**src/rtl/bus_trace_pkg.sv**
```systemverilog
package bus_trace_pkg;
  localparam int BANK_W = 2;
  localparam int MA_W = 13;
  localparam int DATA_W = 32;
  localparam int TRACE_ADDR_W = 28;
  localparam int NUM_BANKS = 1 << BANK_W;

  typedef enum logic [1:0] {
    REC_SD_READ  = 2'd0,
    REC_SD_WRITE = 2'd1,
    REC_ROM      = 2'd2,
    REC_GP       = 2'd3
  } recKind_t;

  typedef struct packed {
    recKind_t                 kind;
    logic                     fetch;
    logic                     master;
    logic [TRACE_ADDR_W-1:0]  addr;
    logic [DATA_W-1:0]        data;
  } traceRec_t;

  typedef struct packed {
    logic rowLoad;
    logic sdPush;
    logic sdWrite;
    logic romPush;
    logic gpPush;
    logic clash;
  } ctrlStrobe_t;
endpackage

```
**src/rtl/trace_ctrl.sv**
```systemverilog
module trace_ctrl
  import bus_trace_pkg::*;
(
  input  logic        clk,
  input  logic        rst,
  input  logic        dataValid,
  input  logic        rasN,
  input  logic        casN,
  input  logic        weN,
  input  logic        romRdN,
  input  logic        gpRdN,
  output ctrlStrobe_t strobes
);
  logic prevRomN;
  logic prevGpN;
  logic romRise;
  logic gpRise;
  logic writeCmd;
  logic actCmd;

  always_ff @(posedge clk) begin
    if (rst) begin
      prevRomN <= 1'b1;
      prevGpN  <= 1'b1;
    end else begin
      prevRomN <= romRdN;
      prevGpN  <= gpRdN;
    end
  end

  always_comb begin
    writeCmd = rasN & ~casN & ~weN;
    actCmd   = ~rasN & casN & weN;
    romRise  = ~prevRomN & romRdN;
    gpRise   = ~prevGpN & gpRdN;

    strobes.rowLoad = actCmd;
    strobes.sdPush  = dataValid;
    strobes.sdWrite = writeCmd;
    strobes.romPush = romRise & ~dataValid;
    strobes.gpPush  = gpRise & ~dataValid & ~romRise;
    strobes.clash   = (dataValid & (romRise | gpRise)) | (romRise & gpRise);
  end


  rom_edge_chk: assert property (@(posedge clk) disable iff (rst)
    strobes.romPush |-> ($past(romRdN) == 1'b0 && romRdN));


  gp_edge_chk: assert property (@(posedge clk) disable iff (rst)
    strobes.gpPush |-> ($past(gpRdN) == 1'b0 && gpRdN));
endmodule

```
**src/rtl/trace_fifo.sv**
```systemverilog
module trace_fifo #(
  parameter int WIDTH = 64,
  parameter int DEPTH = 16,
  parameter int CNT_W = $clog2(DEPTH + 1)
) (
  input  logic             clk,
  input  logic             rst,
  input  logic             push,
  input  logic [WIDTH-1:0] din,
  input  logic             pop,
  output logic [WIDTH-1:0] dout,
  output logic             full,
  output logic             empty,
  output logic [CNT_W-1:0] level
);
  localparam int PTR_W = (DEPTH > 1) ? $clog2(DEPTH) : 1;
  localparam logic [PTR_W-1:0] LAST_PTR = PTR_W'(DEPTH - 1);

  logic [WIDTH-1:0] store [DEPTH];
  logic [PTR_W-1:0] wrPtr;
  logic [PTR_W-1:0] rdPtr;
  logic pushEn;
  logic popEn;

  assign full   = (level == CNT_W'(DEPTH));
  assign empty  = (level == '0);
  assign pushEn = push & ~full;
  assign popEn  = pop & ~empty;
  assign dout   = store[rdPtr];

  always_ff @(posedge clk) begin
    if (pushEn) store[wrPtr] <= din;
  end

  always_ff @(posedge clk) begin
    if (rst) begin
      wrPtr <= '0;
      rdPtr <= '0;
      level <= '0;
    end else begin
      if (pushEn) wrPtr <= (wrPtr == LAST_PTR) ? '0 : wrPtr + 1'b1;
      if (popEn)  rdPtr <= (rdPtr == LAST_PTR) ? '0 : rdPtr + 1'b1;
      case ({pushEn, popEn})
        2'b10:   level <= level + 1'b1;
        2'b01:   level <= level - 1'b1;
        default: level <= level;
      endcase
    end
  end


  fifo_drain_chk: assert property (@(posedge clk) disable iff (rst)
    (popEn && !pushEn) |=> (level == $past(level) - 1'b1));
endmodule

```
**src/rtl/trace_datapath.sv**
```systemverilog
module trace_datapath
  import bus_trace_pkg::*;
#(
  parameter int FIFO_DEPTH = 16,
  parameter int COL_MIN = 8
) (
  input  logic                 clk,
  input  logic                 rst,
  input  ctrlStrobe_t          strobes,
  input  logic [BANK_W-1:0]    bankAddr,
  input  logic [MA_W-1:0]      memAddr,
  input  logic [DATA_W-1:0]    memData,
  input  logic                 busMaster,
  input  logic                 sdramCodeN,
  input  logic                 romGpCodeN,
  input  logic [1:0]           colSel,
  input  logic                 recReady,
  input  logic                 ovfClear,
  output traceRec_t            headRec,
  output logic                 recValid,
  output logic                 overflow
);
  localparam int REC_W = $bits(traceRec_t);
  localparam int CNT_W = $clog2(FIFO_DEPTH + 1);
  localparam int WIDE_W = 64;

  logic [NUM_BANKS-1:0][MA_W-1:0] rowReg;
  logic [3:0]        colWidth;
  logic [MA_W-1:0]   colVal;
  logic [MA_W-1:0]   curRow;
  logic [WIDE_W-1:0] wideAddr;
  traceRec_t         newRec;
  logic              anyPush;
  logic              fifoFull;
  logic              fifoEmpty;
  logic [CNT_W-1:0]  fifoLevel;
  logic [REC_W-1:0]  fifoOut;
  logic              lossNow;

  always_ff @(posedge clk) begin
    if (rst) begin
      rowReg <= '0;
    end else if (strobes.rowLoad) begin
      for (int b = 0; b < NUM_BANKS; b++) begin
        if (bankAddr == BANK_W'(b)) rowReg[b] <= memAddr;
      end
    end
  end

  always_comb begin
    colWidth = 4'(COL_MIN) + {2'b00, colSel};
    colVal   = memAddr & ((MA_W'(1) << colWidth) - MA_W'(1));
    curRow   = rowReg[bankAddr];
    wideAddr = (WIDE_W'(curRow) << (colWidth + 4'd4))
             | (WIDE_W'(bankAddr) << (colWidth + 4'd2))
             | (WIDE_W'(colVal) << 2);
  end

  always_comb begin
    newRec = '0;
    if (strobes.sdPush) begin
      newRec.kind   = strobes.sdWrite ? REC_SD_WRITE : REC_SD_READ;
      newRec.fetch  = ~sdramCodeN;
      newRec.master = strobes.sdWrite & busMaster;
      newRec.addr   = wideAddr[TRACE_ADDR_W-1:0];
      newRec.data   = memData;
    end else if (strobes.romPush) begin
      newRec.kind  = REC_ROM;
      newRec.fetch = ~romGpCodeN;
    end else if (strobes.gpPush) begin
      newRec.kind  = REC_GP;
      newRec.fetch = ~romGpCodeN;
    end
  end

  assign anyPush = strobes.sdPush | strobes.romPush | strobes.gpPush;
  assign lossNow = (anyPush & fifoFull) | strobes.clash;

  trace_fifo #(
    .WIDTH(REC_W),
    .DEPTH(FIFO_DEPTH),
    .CNT_W(CNT_W)
  ) recQueue (
    .clk(clk),
    .rst(rst),
    .push(anyPush),
    .din(REC_W'(newRec)),
    .pop(recReady),
    .dout(fifoOut),
    .full(fifoFull),
    .empty(fifoEmpty),
    .level(fifoLevel)
  );

  assign headRec  = traceRec_t'(fifoOut);
  assign recValid = ~fifoEmpty;

  always_ff @(posedge clk) begin
    if (rst)           overflow <= 1'b0;
    else if (lossNow)  overflow <= 1'b1;
    else if (ovfClear) overflow <= 1'b0;
  end


  full_drop_chk: assert property (@(posedge clk) disable iff (rst)
    (fifoFull && anyPush) |=> overflow);


  ovf_sticky_chk: assert property (@(posedge clk) disable iff (rst)
    (overflow && !ovfClear) |=> overflow);


  clash_flag_chk: assert property (@(posedge clk) disable iff (rst)
    (strobes.sdPush && (strobes.romPush || strobes.gpPush)) |-> 1'b0);


  clash_ovf_chk: assert property (@(posedge clk) disable iff (rst)
    strobes.clash |=> overflow);


  reset_clear_chk: assert property (@(posedge clk)
    rst |=> (fifoLevel == '0 && !overflow));
endmodule

```
**src/rtl/bus_trace_capture.sv**
```systemverilog
module bus_trace_capture
  import bus_trace_pkg::*;
#(
  parameter int FIFO_DEPTH = 16,
  parameter int COL_MIN = 8
) (
  input  logic        clk,
  input  logic        rst,
  input  logic        dataValid,
  input  logic        busMaster,
  input  logic        sdramCodeN,
  input  logic [1:0]  bankAddr,
  input  logic [12:0] memAddr,
  input  logic [31:0] memData,
  input  logic        rasN,
  input  logic        casN,
  input  logic        weN,
  input  logic        romRdN,
  input  logic        gpRdN,
  input  logic        romGpCodeN,
  input  logic [1:0]  colSel,
  input  logic        recReady,
  input  logic        ovfClear,
  output logic        recValid,
  output logic [1:0]  recKind,
  output logic        recFetch,
  output logic        recMaster,
  output logic [27:0] recAddr,
  output logic [31:0] recData,
  output logic        overflow
);
  ctrlStrobe_t strobes;
  traceRec_t   headRec;

  trace_ctrl ctrl (
    .clk(clk),
    .rst(rst),
    .dataValid(dataValid),
    .rasN(rasN),
    .casN(casN),
    .weN(weN),
    .romRdN(romRdN),
    .gpRdN(gpRdN),
    .strobes(strobes)
  );

  trace_datapath #(
    .FIFO_DEPTH(FIFO_DEPTH),
    .COL_MIN(COL_MIN)
  ) dpath (
    .clk(clk),
    .rst(rst),
    .strobes(strobes),
    .bankAddr(bankAddr),
    .memAddr(memAddr),
    .memData(memData),
    .busMaster(busMaster),
    .sdramCodeN(sdramCodeN),
    .romGpCodeN(romGpCodeN),
    .colSel(colSel),
    .recReady(recReady),
    .ovfClear(ovfClear),
    .headRec(headRec),
    .recValid(recValid),
    .overflow(overflow)
  );

  assign recKind   = headRec.kind;
  assign recFetch  = headRec.fetch;
  assign recMaster = headRec.master;
  assign recAddr   = headRec.addr;
  assign recData   = headRec.data;
endmodule

```
**config.mk**
```make
export PLATFORM = sky130hd
export DESIGN_NAME = bus_trace_capture
export DESIGN_NICKNAME = d
export VERILOG_FILES = /design/src/rtl/bus_trace_pkg.sv /design/src/rtl/trace_ctrl.sv /design/src/rtl/trace_fifo.sv /design/src/rtl/trace_datapath.sv /design/src/rtl/bus_trace_capture.sv
export SDC_FILE = /design/constraint.sdc
export NUM_CORES = 1
export LEC_CHECK = 0
export BUFFER_PORTS_ARGS = -buffer_cell sky130_fd_sc_hd__buf_2
export CAP_MARGIN = 20
export CORE_ASPECT_RATIO = 1.5
export CORE_MARGIN = 10
export CORE_UTILIZATION = 40
export CTS_BUF_LIST = sky130_fd_sc_hd__clkbuf_16
export DETAILED_ROUTE_END_ITERATION = 7
export HOLD_SLACK_MARGIN = 0.1
export PLACE_DENSITY = 0.53
export SYNTH_ARGS = -nofsm -noshare
export SYNTH_HDL_FRONTEND = slang
export SYNTH_SLANG_ARGS = --single-unit
```
**constraint.sdc**
```tcl
create_clock -name clk -period 7.85 [get_ports clk]
set_input_delay 0 -clock clk [delete_from_list [all_inputs] [get_ports clk]]
set_output_delay 0 -clock clk [all_outputs]
set_load 0.01 [all_outputs]
```
==> out/metrics.yaml, run 1 <==
die:
  initial_utilization_pct: 40.43
  design.core.area_mm2: 0.1016
  row_cnt: 143
  die_width_um: 281.7
  boundaryPins: 128
  die_area_mm2: 0.1162
  chipHeight_um: 412.5
timing:
  timing_max_transition_violations_final: 0
  period_needed_ps: 3554
  worst_margin_pin_slew_ps: 1093
  report.final.hold_viol_count: 0
  endpoints_failing_setup: 0
  timing.max_slew.rel_slack_pct: 27.11
  postLayoutSetupSlackWorst_ps: 4296
  final.period_utilization_pct: 45.27
  setup_total_negative_slack_ps: 0
  hold_ws_ps: 151.3
  worst_clock_skew_ps: 28.15
  rsz0062_at_grt: "false"
  fmax_ghz: 0.2814
drt:
  drt_iter0_drc: 1507
  dr_total_vias: 19710
  dr.pass1.iters: 5
  detail_route.wl_per_cell_um: 26.13
  ant_nets: 0
  route.detailed.drc: 0
  post_drt_via_cell_ratio: 5.502
  totalWireLength_mm: 93.61
critical_path:
  setup.worst_path.class: "register to primary output"
  setup.worst_path.end_class: "primary output"
  timing.critical_path.required_ps: 7850
  start_kind: "register"
  critical_path_arrival_ps: 3550
  critical_path_peak_fanout: 117
  worst_path_cell_chain: "buf_12 > mux4_2 > a22oi_1 > nand2_1 > buf_2"
  worst_r2r_path_depth: 5
  delay_of_the_slowest_cell_on_the_worst_path_ps: 740
  slowest_stage: "buf_12"
clock_network:
  cts.repair_timing.setup_buffer_count: 0
  cts-root-to-sink-buffers: 3
  clkLatencyLatePin_ps: 690
  clk_pin_slew_worst_paths_ps: 60
  tritoncts: "yes"
  clock-root-buffer: "clkbuf_16"
  htree_levels: 3
  cts-buffers-inserted: 100
  cts_num_sinks: 1064
pwr:
  irDropWorstVdd_uv: 228.4
  report.power.total_uw: 14080
  power.density_cell_area_mw_per_mm2: 297.3
  power.leakage_uw: 0.01550
placed_design:
  detailed_place_hpwl_mm: 52.71
  place_congestion: 0.7483
  count_of_buffers_inserted_at_the_top_level_ports: 125
  pre_cts_ws_ps: 3725
  dp.cells: 3321
grt:
  grt_max_degree: 132
  groute.usage.overall_pct: 16.34
  grt_pass1_vias: 21670
  antenna_found_initial: 2
  gr_ovfl_total: 0
  global_route_wire_length_before_repair_mm: 140.6
synthesis:
  synth.yosys.warnings: 0
  syn-mean-instance-area_um2: 20.92
  synth_seq_cells: 1064
  count_of_cell_types_in_the_netlist: 57
  synthCells: 1964
  synth_edf_count: 992
  share_of_the_yosys_chip_area_belonging_to_registers_pct: 76.02
  synthArstFlopShare_pct: 0
  syn_area_mm2: 0.04108
  post_synth_top_flop: "edfxtp_1"
final_layout:
  drive_above_1_share_pct: 27.20
  area_delta_synth_final_pct: 15.24
  num-fill-cells: 8490
  nNetsFinal: 2267
  finalNonFillerCells: 3582
worst_hold_path:
  hold_class: "primary input to register"
  number_of_instances_on_the_worst_hold_path: 4
outcome:
  status: "complete, no violations"
flow_run:
  max_cap_viol_count: 0
area by class of cell:
class / instances / area (µm²) / share of cell area [%]
sequential: 1064 / 31240 / 65.98
clock inverter: 79 / 626.9 / 1.324
timing repair buffer: 247 / 1824 / 3.853
multi-input combinational: 773 / 9385 / 19.82
antenna: 1 / 2.502 / 0.005285
inverter: 9 / 33.78 / 0.07135
tap: 1305 / 1633 / 3.449
clock buffer: 104 / 2603 / 5.497
what timing repair did:
item                      4_1_cts  5_1_grt
hold buffers                   66        1
hold endpoints to repair      800        1
gates resized for setup         0        0
cells in the mapped netlist (2+ instances only):
cell type,instances,area share [%]
clkbuf_1,56,0.51
o211ai_1,2,0.037
a31oi_1,3,0.046
nor3_1,5,0.061
buf_1,16,0.15
o22ai_1,11,0.17
buf_6,4,0.11
ha_1,10,0.30
mux4_2,261,14
or2_2,3,0.046
nand4_1,3,0.046
a22oi_1,124,2.3
mux2_2,2,0.055
mux2i_1,70,1.7
nor2_1,84,0.77
or3_1,2,0.030
buf_4,26,0.48
and2_1,41,0.62
a311oi_1,3,0.064
nand2_1,87,0.79
a41oi_1,2,0.043
xor2_1,3,0.064
a21oi_1,10,0.12
edfxtp_1,992,73
inv_1,8,0.073
nand4b_1,2,0.043
o21ai_0,4,0.049
dfxtp_1,72,3.5
buf_2,16,0.19
nand3_1,4,0.049
nor2b_1,6,0.091
nor4b_1,2,0.043
nand2b_1,6,0.091
through the flow:
step | instance area [µm²] | utilization, %
floorplan | 41090 | -
global placement | 43260 | 42.57
detailed placement | 43310 | 42.62
CTS | 47200 | 46.45
global route | 47340 | 46.58
finish | 47350 | 46.59
flip-flops by register name (all words and copies together), names as in the netlist, named ones only:
signal / flops
dpath.recQueue.store: 992
dpath.rowReg: 52
dpath.recQueue.level: 5
dpath.recQueue.rdPtr: 4
dpath.recQueue.wrPtr: 4
ctrl.prevGpN: 1
ctrl.prevRomN: 1
dpath.overflow: 1
per-layer routing:
metal  global-route usage [%]  share of wire (%)  vias to the layer above
met3                    2.679                4.4                      130
met2                    29.24                 53                      445
met1                    19.90                 40                    10550
li1                         -                  -                     8589
met5                        0                  0                        -
met4                    5.246                2.5                        0
worst max-delay path, delay by kind of cell (launching register included):
family / cells / cell delay [ps]
DFF: 1 / 690
muxes: 1 / 600
buffers and inverters: 2 / 910
AOI/OAI and AO/OA: 1 / 410
and+or+nand+nor: 1 / 160
path summary, 6_finish.rpt:
path,from,end,slack (ps)
max,register,recAddr[10],4300
max reg2reg,ctrl.prevGpN$_SDFF_PP1_,dpath.recQueue.store[12][41]$_DFFE_PP_,4440
min,memAddr[3],dpath.rowReg[42]$_SDFFE_PP0P_,150
min reg2reg,dpath.overflow$_SDFFE_PP0P_,dpath.overflow$_SDFFE_PP0P_,450
cell families after synthesis:
kind of cell             Yosys count  share of synthesized area (%)
adder cells (fa/ha/maj)           10                         0.3046
XOR/XNOR                           4                        0.08529
flip-flops                      1064                          76.02
multiplexers                     333                          16.07
AND/OR/NAND/NOR                  255                          2.927
other                              1                       0.009128
buffers and inverters            128                          1.532
AO/OA/AOI/OAI                    169                          3.058
power breakdown:
group,internal [µW],switching [µW]
sequential,6430,134
clock,2690,2070
combinational,1330,1420
placed cells by master, fill, tap and decap left out, drive strengths merged, types with 28 or more instances in the layout:
cell type,count
a22oi,124
and2,41
buf,179
clkbuf,105
clkinv,42
dfxtp,72
dlygate4sd3,67
edfxtp,992
inv,28
mux2i,70
mux4,261
nand2,87
nor2,84
No activity file was read; power rests on OpenSTA's default activity.
==> run 2: changes to the inputs <==
- PLACE_DENSITY: 0.53 -> 0.55
- clock period: 7.85 -> 3.1 ns (I/O delays scaled with it)
==> run 2 against run 1 <==
Effect of this change: sequential share of layout area fell by 0.62 points; utilization increased by 0.44 points; combinational power rose to 2.7 times the previous value; critical path depth up 1; largest cell class unchanged; worst setup slack worse by 4100 ps; final cell count is 0.89% higher; first-iteration DRC count up 9.4%; global-route usage is 0.67 points higher; clock-buffer cell count is 5 lower; die area unchanged.
==> out/metrics.yaml, run 2 (synthesized netlist as in run 1, its figures left out) <==
timing:
  endpoints_failing_setup: 0
  period_needed_ps: 2929
  fmax_ghz: 0.3414
  worst_clock_skew_ps: 15.22
  timing.max_slew.rel_slack_pct: 31.63
  report.final.hold_viol_count: 0
  final.period_utilization_pct: 94.49
  worst_margin_pin_slew_ps: 1026
  rsz0062_at_grt: "false"
  timing_max_transition_violations_final: 0
die:
  boundaryPins: 128
  die_width_um: 281.7
  row_cnt: 143
  chipHeight_um: 412.5
  die_area_mm2: 0.1162
  design.core.area_mm2: 0.1016
  initial_utilization_pct: 40.43
placed_design:
  place_congestion: 0.7689
  post_place_instance_area_mm2: 0.04398
  count_of_buffers_inserted_at_the_top_level_ports: 125
  detailed_place_hpwl_mm: 53.48
worst_hold_path:
  number_of_instances_on_the_worst_hold_path: 4
  hold_class: "primary input to register"
final_layout:
  final_design_area_no_fill_mm2: 0.04780
  top_regs: "dpath.recQueue.store (992), dpath.rowReg (52), dpath.recQueue.level (5)"
  nNetsFinal: 2299
  largest_register_ff_count: 992
  drive_above_1_share_pct: 28.39
  register_with_the_most_flip_flops: "dpath.recQueue.store"
  area_delta_synth_final_pct: 16.34
  layout.cells.most_common: "edfxtp_1"
  most-common-layout-cells: "992 x edfxtp_1, 261 x mux4_2, 125 x buf_2, 124 x a22oi_1, 99 x clkbuf_16"
  layout.core_utilization_pct: 47.03
outcome:
  status: "complete, no violations"
clock_network:
  tritoncts: "yes"
  clock-root-buffer: "clkbuf_16"
  cts-root-to-sink-buffers: 3
  clkLatencyLatePin_ps: 680
  htree_levels: 3
  cts_num_sinks: 1064
  clk_pin_slew_worst_paths_ps: 60
  cts-buffers-inserted: 96
critical_path:
  critical_path_arrival_ps: 2930
  path_depth: 6
  critical_path_peak_fanout: 19
  timing.critical_path.buf_inv: 3
  worst_path_dominant_cell_family: "buffers and inverters"
  start_kind: "register"
  delay_of_the_slowest_cell_on_the_worst_path_ps: 580
  timing.critical_path.required_ps: 3100
  worst_r2r_path_depth: 9
  slowest_stage: "dfxtp_4"
  setup.worst_path.end_class: "primary output"
  setup.worst_path.class: "register to primary output"
  worst_path_cell_chain: "buf_12 > buf_4 > mux4_2 > a22oi_1 > nand2_1 > buf_2"
pwr:
  irDropWorstVdd_uv: 431.2
  power.leakage_uw: 0.01566
  power.density_cell_area_mw_per_mm2: 742.4
grt:
  grt_pass1_vias: 21850
  gr_ovfl_total: 0
  antenna_found_initial: 6
  grt_max_degree: 63
  groute.usage.overall_pct: 17.02
  global_route_wire_length_before_repair_mm: 145.2
drt:
  dr.pass1.iters: 5
  route.detailed.drc: 0
  totalWireLength_mm: 97.49
  ant_nets: 0
  detail_route.wl_per_cell_um: 26.98
  dr_total_vias: 20200
  post_drt_via_cell_ratio: 5.589
  drt_iter0_drc: 1649
flow_run:
  max_cap_viol_count: 0
-- run 2: changes by cell type in the layout (fill, tap and decap cells not counted), sizes merged --
cell,delta
buf,+35
clkinv,+4
diode,+1
clkbuf,-4
bufinv,-2
inv,-2
-- run 2: layout make-up --
| class | instances | area (µm²) |
|---|---|---|
| Multi-Input combinational cell | 773 | 9399 |
| Clock buffer | 99 | 2477 |
| Timing Repair Buffer | 283 | 2436 |
| Clock inverter | 79 | 575.6 |
| Sequential cell | 1064 | 31240 |
| Fill cell | 8427 | 53830 |
| Tap cell | 1305 | 1633 |
| Inverter | 9 | 33.78 |
| Antenna cell | 2 | 5.005 |
-- run 2: worst min-delay path: cells and delay by family --
family        cells  cell delay, ps
simple gates      2             210
buf+inv           2             450
-- run 2: power by group --
group	switching, µW	internal (µW)
Clock	5130	6380
Sequential	289	16300
Combinational	3780	3630
-- run 2: final timing paths --
check	startpoint	end	slack [ps]
worst min-delay path	colSel[0]	dpath.recQueue.store[3][59]$_DFFE_PP_	170
worst max register to register	dpath.recQueue.level[4]$_SDFFE_PP0P_	dpath.recQueue.level[4]$_SDFFE_PP0P_	250
worst min register to register	dpath.rowReg[19]$_SDFFE_PP0P_	dpath.rowReg[19]$_SDFFE_PP0P_	500
worst max-delay path	register	recAddr[19]	170
-- run 2: per-stage QoR --
step           hold slack [ps]  std cells  setup WS [ps]  power (µW)  setup TNS (ps)
5_1_grt                  189.7       3612          23.17       37030               0
4_1_cts                  107.6       3605          50.65       36030               0
3_5_place_dp             232.1       3360          313.8       24430               0
3_3_place_gp             236.7       3360          434.9       24280               0
6_report                 169.0       3614          170.8       35480               0
2_1_floorplan            103.8       1965         -98.92       22020          -52310
-- run 2: repair_timing --
| action | 4_1_cts | 5_1_grt |
|---|---|---|
| setup buffers | 0 | 0 |
| endpoints found under the setup margin | 0 | 1 |
| gates resized for setup | 0 | 3 |
| hold endpoints to repair | 824 | 0 |
| hold buffers | 67 | 0 |
-- run 2: metal layers --
metal / wire [µm] / up-vias / track usage (%)
met2: 52340 / 538 / 30.72
li1: - / 8663 / -
met4: 1921 / 4 / 5.274
met3: 4744 / 128 / 2.770
met5: 27 / - / 0
met1: 38460 / 10870 / 20.56
